[config.mk]
export PLATFORM = sky130hd
export DESIGN_NAME = mulf_fuse_top
export DESIGN_NICKNAME = d
export VERILOG_FILES = /design/src/rtl/mulf_pkg.sv /design/src/rtl/mulf_decode.sv /design/src/rtl/mulf_pair_match.sv /design/src/rtl/mulf_fuse_top.sv
export SDC_FILE = /design/constraint.sdc
export NUM_CORES = 1
export LEC_CHECK = 0
export BUFFER_PORTS_ARGS = -buffer_cell sky130_fd_sc_hd__buf_2
export CORE_ASPECT_RATIO = 1.1
export CORE_MARGIN = 5
export CORE_UTILIZATION = 36
export DETAILED_ROUTE_END_ITERATION = 16
export GPL_ROUTABILITY_DRIVEN = 0
export GPL_TIMING_DRIVEN = 0
export PLACE_DENSITY = 0.78
export SKIP_CTS_REPAIR_TIMING = 1
export SLEW_MARGIN = 40
export SYNTH_ARGS = -nofsm -noshare
export SYNTH_HDL_FRONTEND = slang
export SYNTH_SLANG_ARGS = --single-unit
export TNS_END_PERCENT = 20
[constraint.sdc]
create_clock -name clk -period 1.6 [get_ports clk]
set_clock_uncertainty 0.05 [all_clocks]
set_input_delay 0.32 -clock clk [delete_from_list [all_inputs] [get_ports clk]]
set_output_delay 0.32 -clock clk [all_outputs]
set_load 0.02 [all_outputs]
[src/rtl/mulf_pkg.sv]
// Shared widths and types for the multiply-pair fuser.
// Assumes 32-bit base instructions with 5-bit register indices.
package mulf_pkg;
    localparam int ILEN   = 32;
    localparam int RIDX_W = 5;
    localparam int F3_W   = 3;

    localparam logic [6:0] OP_REG   = 7'b0110011;
    localparam logic [6:0] F7_MULDV = 7'b0000001;

    typedef enum logic [1:0] {
        MODE_SS = 2'b00,
        MODE_UU = 2'b01,
        MODE_SU = 2'b10
    } hmode_e;

    typedef struct packed {
        logic              muldv;
        logic [F3_W-1:0]   f3;
        logic [RIDX_W-1:0] rd;
        logic [RIDX_W-1:0] rs1;
        logic [RIDX_W-1:0] rs2;
    } mdec_t;
endpackage

[src/rtl/mulf_decode.sv]
// Field extractor for one slot: flags the multiply/divide group and
// splits out funct3 and the register indices. Purely combinational.
module mulf_decode
    import mulf_pkg::*;
(
    input  logic [ILEN-1:0] instr,
    output mdec_t           dec
);
    // Split fields and classify the opcode/funct7 group.
    always_comb begin
        dec.muldv = (instr[6:0] == OP_REG) && (instr[31:25] == F7_MULDV);
        dec.f3    = instr[14:12];
        dec.rd    = instr[11:7];
        dec.rs1   = instr[19:15];
        dec.rs2   = instr[24:20];
    end
endmodule

[src/rtl/mulf_pair_match.sv]
// Pair rule: upper multiply in slot 0, lower multiply in slot 1, same
// sources in the same order, upper destination not aliasing a source.
// Assumes both slots are valid only when the caller says so.
module mulf_pair_match
    import mulf_pkg::*;
(
    input  logic   v0,
    input  logic   v1,
    input  mdec_t  d0,
    input  mdec_t  d1,
    output logic   fuse,
    output hmode_e mode
);
    logic hi_ok;
    logic lo_ok;

    // Map the upper-multiply funct3 onto a signedness mode.
    always_comb begin
        hi_ok = d0.muldv;
        mode  = MODE_SS;
        case (d0.f3)
            3'b001:  mode = MODE_SS;
            3'b011:  mode = MODE_UU;
            3'b010:  mode = MODE_SU;
            default: hi_ok = 1'b0;
        endcase
    end

    // Check the lower instruction and the operand rules.
    always_comb begin
        lo_ok = d1.muldv && (d1.f3 == 3'b000);
        fuse  = v0 && v1 && hi_ok && lo_ok
             && (d0.rs1 == d1.rs1) && (d0.rs2 == d1.rs2)
             && (d0.rd != d0.rs1) && (d0.rd != d0.rs2);
    end
endmodule

[src/rtl/mulf_fuse_top.sv]
// Decode-stage multiply-pair fuser. Examines two slots per cycle and
// issues a registered micro-op one cycle later: either the fused
// upper/lower pair or the slot-0 instruction alone.
module mulf_fuse_top
    import mulf_pkg::*;
(
    input  logic              clk,
    input  logic              rst_n,
    input  logic              slot0_valid,
    input  logic [ILEN-1:0]   slot0_instr,
    input  logic              slot1_valid,
    input  logic [ILEN-1:0]   slot1_instr,
    output logic              out_valid,
    output logic              out_fused,
    output logic [1:0]        out_consume,
    output logic [ILEN-1:0]   out_instr,
    output logic [RIDX_W-1:0] out_rd_hi,
    output logic [RIDX_W-1:0] out_rd_lo,
    output logic [1:0]        out_mode,
    output logic              out_lo_wr
);
    mdec_t  dec0;
    mdec_t  dec1;
    logic   fuse;
    hmode_e mode;

    mulf_decode u_dec0 (.instr(slot0_instr), .dec(dec0));
    mulf_decode u_dec1 (.instr(slot1_instr), .dec(dec1));

    mulf_pair_match u_match (
        .v0(slot0_valid), .v1(slot1_valid),
        .d0(dec0), .d1(dec1),
        .fuse(fuse), .mode(mode)
    );

    // Register the issued micro-op; clear everything on reset or idle.
    always_ff @(posedge clk) begin
        if (!rst_n || !slot0_valid) begin
            out_valid   <= 1'b0;
            out_fused   <= 1'b0;
            out_consume <= 2'd0;
            out_instr   <= '0;
            out_rd_hi   <= '0;
            out_rd_lo   <= '0;
            out_mode    <= 2'b00;
            out_lo_wr   <= 1'b0;
        end else begin
            out_valid   <= 1'b1;
            out_fused   <= fuse;
            out_consume <= fuse ? 2'd2 : 2'd1;
            out_instr   <= slot0_instr;
            out_rd_hi   <= fuse ? dec0.rd : '0;
            out_rd_lo   <= fuse ? dec1.rd : '0;
            out_mode    <= fuse ? mode : MODE_SS;
            out_lo_wr   <= fuse && (dec1.rd != '0);
        end
    end


    valid_follows_chk: assert property (@(posedge clk) disable iff (!rst_n)
        $past(rst_n) |-> (out_valid == $past(slot0_valid)));

    idle_consume_chk: assert property (@(posedge clk) disable iff (!rst_n)
        !out_valid |-> (out_consume == 2'd0));

    fuse_needs_both_chk: assert property (@(posedge clk) disable iff (!rst_n)
        ($past(rst_n) && out_fused) |-> ($past(slot1_valid) && out_consume == 2'd2));

    no_alias_chk: assert property (@(posedge clk) disable iff (!rst_n)
        ($past(rst_n) && out_fused) |->
            ($past(slot0_instr[11:7]) != $past(slot0_instr[19:15]) &&
             $past(slot0_instr[11:7]) != $past(slot0_instr[24:20])));

    lo_write_chk: assert property (@(posedge clk) disable iff (!rst_n)
        out_lo_wr |-> (out_fused && out_rd_lo != '0));

    same_src_chk: assert property (@(posedge clk) disable iff (!rst_n)
        ($past(rst_n) && out_fused) |->
            ($past(slot0_instr[24:15]) == $past(slot1_instr[24:15])));
endmodule

==> summary.md <==
| Metric | Value |
|---|---|
| Final antenna-violating net count | 0 |
| CTS sink cnt | 48 |
| DRT Wirelength | 5.22 mm |
| Initial antenna violation count | 0 |
| Crit-path max FO | 4 |
| First-pass DRT Iterations | 5 |
| Ys Warns | 0 |
| CTS Buffer Depth | 2 |
| Worst EP required | 1.76 ns |
| Post-Synth Adder-Cell Area | 0% |
| Status | finished with violations |
| DRC | 0 |
| Slew @ Worst Pin | 0.951 ns |
| H-tree depth | 2 |
| Post-Route Setup TNS | -0.0110 ns |
| Post-synthesis compound-gate area fraction | 2.14% |
| Post-Syn Area | 1700 um2 |
| Most frequent cell after synthesis | dfxtp_1 |
| Failing checks | setup timing |
| Vias in the first global route | 1615 |
| Largest family of logic cells by synthesized area | simple AND/OR/NAND/NOR gates |
| Seq cells post-synth | 48 |
| Synth top area cells | dfxtp_1, and3_1, xnor2_1, nor4_1, and4_1 |
| Post-Synth Simple-Gate Area | 28.4% |
| Max VDD drop | 444 uV |
| Worst setup EP type | flop |
| Top cell type's share of synthesized area | 56.6% |
| Post-synth EDFFs | 0 |
| DR vias | 1668 |
| Core ar. | 4620 um2 |
| Synth Flop Type | dfxtp_1 |
| Yosys top cell by area | dfxtp_1 |
| Final setup vio count | 1 |
| Final Instance Area | 2700 um2 |
| Post-synthesis xor/xnor area fraction | 10.3% |
| Die area | 6190 um2 |
| HP Class | input pin to flop |
| Post-synthesis sequential area ratio | 56.6% |
| Final setup margin | -0.0110 ns |
| Number of diodes | 0 |
| Port Buffers | 116 |
| Power per Cell Area | 915 nW/um2 |
| Crit path DAT | 1.77 ns |
| Commonest cells post-synth | dfxtp_1, and3_1, xnor2_1 |
| Syn Area/Cell | 10.7 um2 |
| Die W | 75.5 um |
| Multiplexer share of the synthesized area | 0% |
| Synth unique cells | 24 |
| Initial Util | 36.7% |
| Finished Core Util | 58.4% |
| Unrepaired setup endpoints after global routing | true |
| Clock root buffer | clkbuf_8 |
| FILL cells | 423 |
| Total Routing Usage GR | 15.6% |
| Pleak | 0.00137 uW |
| Die Ht | 82 um |
| Total power | 2470 uW |
| Critical path class | input pin to flop |
| Synth async-reset ratio | 0% |
| Routed len/inst | 15.3 um |
| Area growth from synthesis to layout | 58.9% |
| Highest Clock Rate | 0.621 GHz |
| CTS tree | built |
| Slew HR | 36.6% |
| Drt first-iter violations | 73 |
| Total Nets Final | 353 |
| CP Launch Type | input pin |
| Dpl cell area | 2350 um2 |
| First-pass GRT wire length | 7.31 mm |
| Remaining global-route overflow | 0 |
| Largest net degree at the start of global routing | 16 |
| I/O pin cnt | 117 |
| Post-DP HPWL | 4.08 mm |
| Final min period | 1.61 ns |
| Maxcap violations | 0 |
| Standard-cell rows | 26 |
| Pins Over Slew Limit | 0 |
| DR vias/cell | 4.88 |
| Net Count, Synth | 226 |
| TritonCTS buffer count | 5 |
| Proportion of layout cells with a drive suffix above 1 | 51.4% |
| Cell count after synthesis | 158 |
| Period utilisation layout | 101% |
| Hold Violations, Final | 0 |
| Clk slew on worst S/H paths | 0.09 ns |
## per-layer routing
layer	vias to the layer above	share of wire, %	GRT usage (%)
li1	824	-	-
met1	766	38	17.6
met2	74	51	27.8
met3	4	10	5.75
met4	0	0.61	3.15
met5	-	0	0
## cell usage in the layout, fill, tap and decap left out
| cell | count |
|---|---|
| o22ai_2 | 1 |
| nor2_1 | 1 |
| o21ai_0 | 1 |
| nand4_1 | 4 |
| buf_2 | 113 |
| o22a_1 | 1 |
| clkbuf_1 | 6 |
| nand3_1 | 2 |
| or4_1 | 1 |
| buf_4 | 4 |
| buf_8 | 1 |
| and4_1 | 5 |
| nor4_4 | 7 |
| a31oi_1 | 1 |
| dfxtp_1 | 48 |
| or4_4 | 1 |
| and3_1 | 32 |
| xnor2_1 | 20 |
| clkinv_2 | 1 |
| o211a_1 | 1 |
| nor4bb_1 | 1 |
| nand3b_1 | 1 |
| nor4_2 | 4 |
| nor4b_2 | 1 |
| nor4b_1 | 1 |
| nand3_2 | 1 |
| nor4_1 | 1 |
| clkinvlp_4 | 1 |
| clkbuf_8 | 5 |
| buf_6 | 4 |
| nor4bb_4 | 1 |
| nor4b_4 | 1 |
| nand2_1 | 9 |
| and4b_1 | 1 |
| bufinv_16 | 1 |
| inv_1 | 2 |
## path summary, 6_finish.rpt
kind | slack, ns | from | cells past startpoint | end
max | -0.01 | slot0_instr[6] | 6 | out_rd_lo[0]
min | 0.20 | slot0_instr[0] | 2 | out_instr[0]
## state kept, by name, summed over array words and instances, names as in the netlist
name,flops
out_mode,2
out_rd_lo,5
out_valid,1
out_consume,1
out_rd_hi,5
out_fused,1
out_lo_wr,1
out_instr,32
## per-stage QoR
stage	hold slack [ns]	cells	setup WS, ns
detailed placement	0.509	330	-0.528
global placement	0.508	330	-0.459
global route	0.197	342	-0.0850
floorplan	0.389	158	-0.117
CTS	0.188	338	-0.206
finish	0.200	342	-0.0110
## report_power, final
group / internal (uW) / switching [uW] / total (uW)
Clock: 463 / 401 / 863
Combinational: 161 / 209 / 369
Sequential: 1230 / 7.21 / 1240
Total: 1850 / 616 / 2470
## cells by family after synthesis
group / count (synthesis)
and+or+nand+nor: 75
DFF: 48
AOI/OAI and AO/OA: 5
xor gates and xnor gates: 20
buffers and inverters: 10
## critical path, cell delays in order
cell	delay (ns)
buf_2	0.12
nor4b_4	0.27
nand4_1	0.16
or4_4	0.59
buf_6	0.16
nor4_1	0.15
## cell type report
class | instances | area (um2) | share of cell area, %
repair buffers | 120 | 633 | 23.5
clock buffers | 5 | 68.8 | 2.55
clock inverters | 3 | 42.5 | 1.58
plain buffers | 8 | 45.0 | 1.67
flip-flops and latches | 48 | 961 | 35.6
inverters | 2 | 7.51 | 0.278
multi-input cells | 100 | 868 | 32.2
well taps | 56 | 70.1 | 2.60
Power figures use the tool's default switching activity.
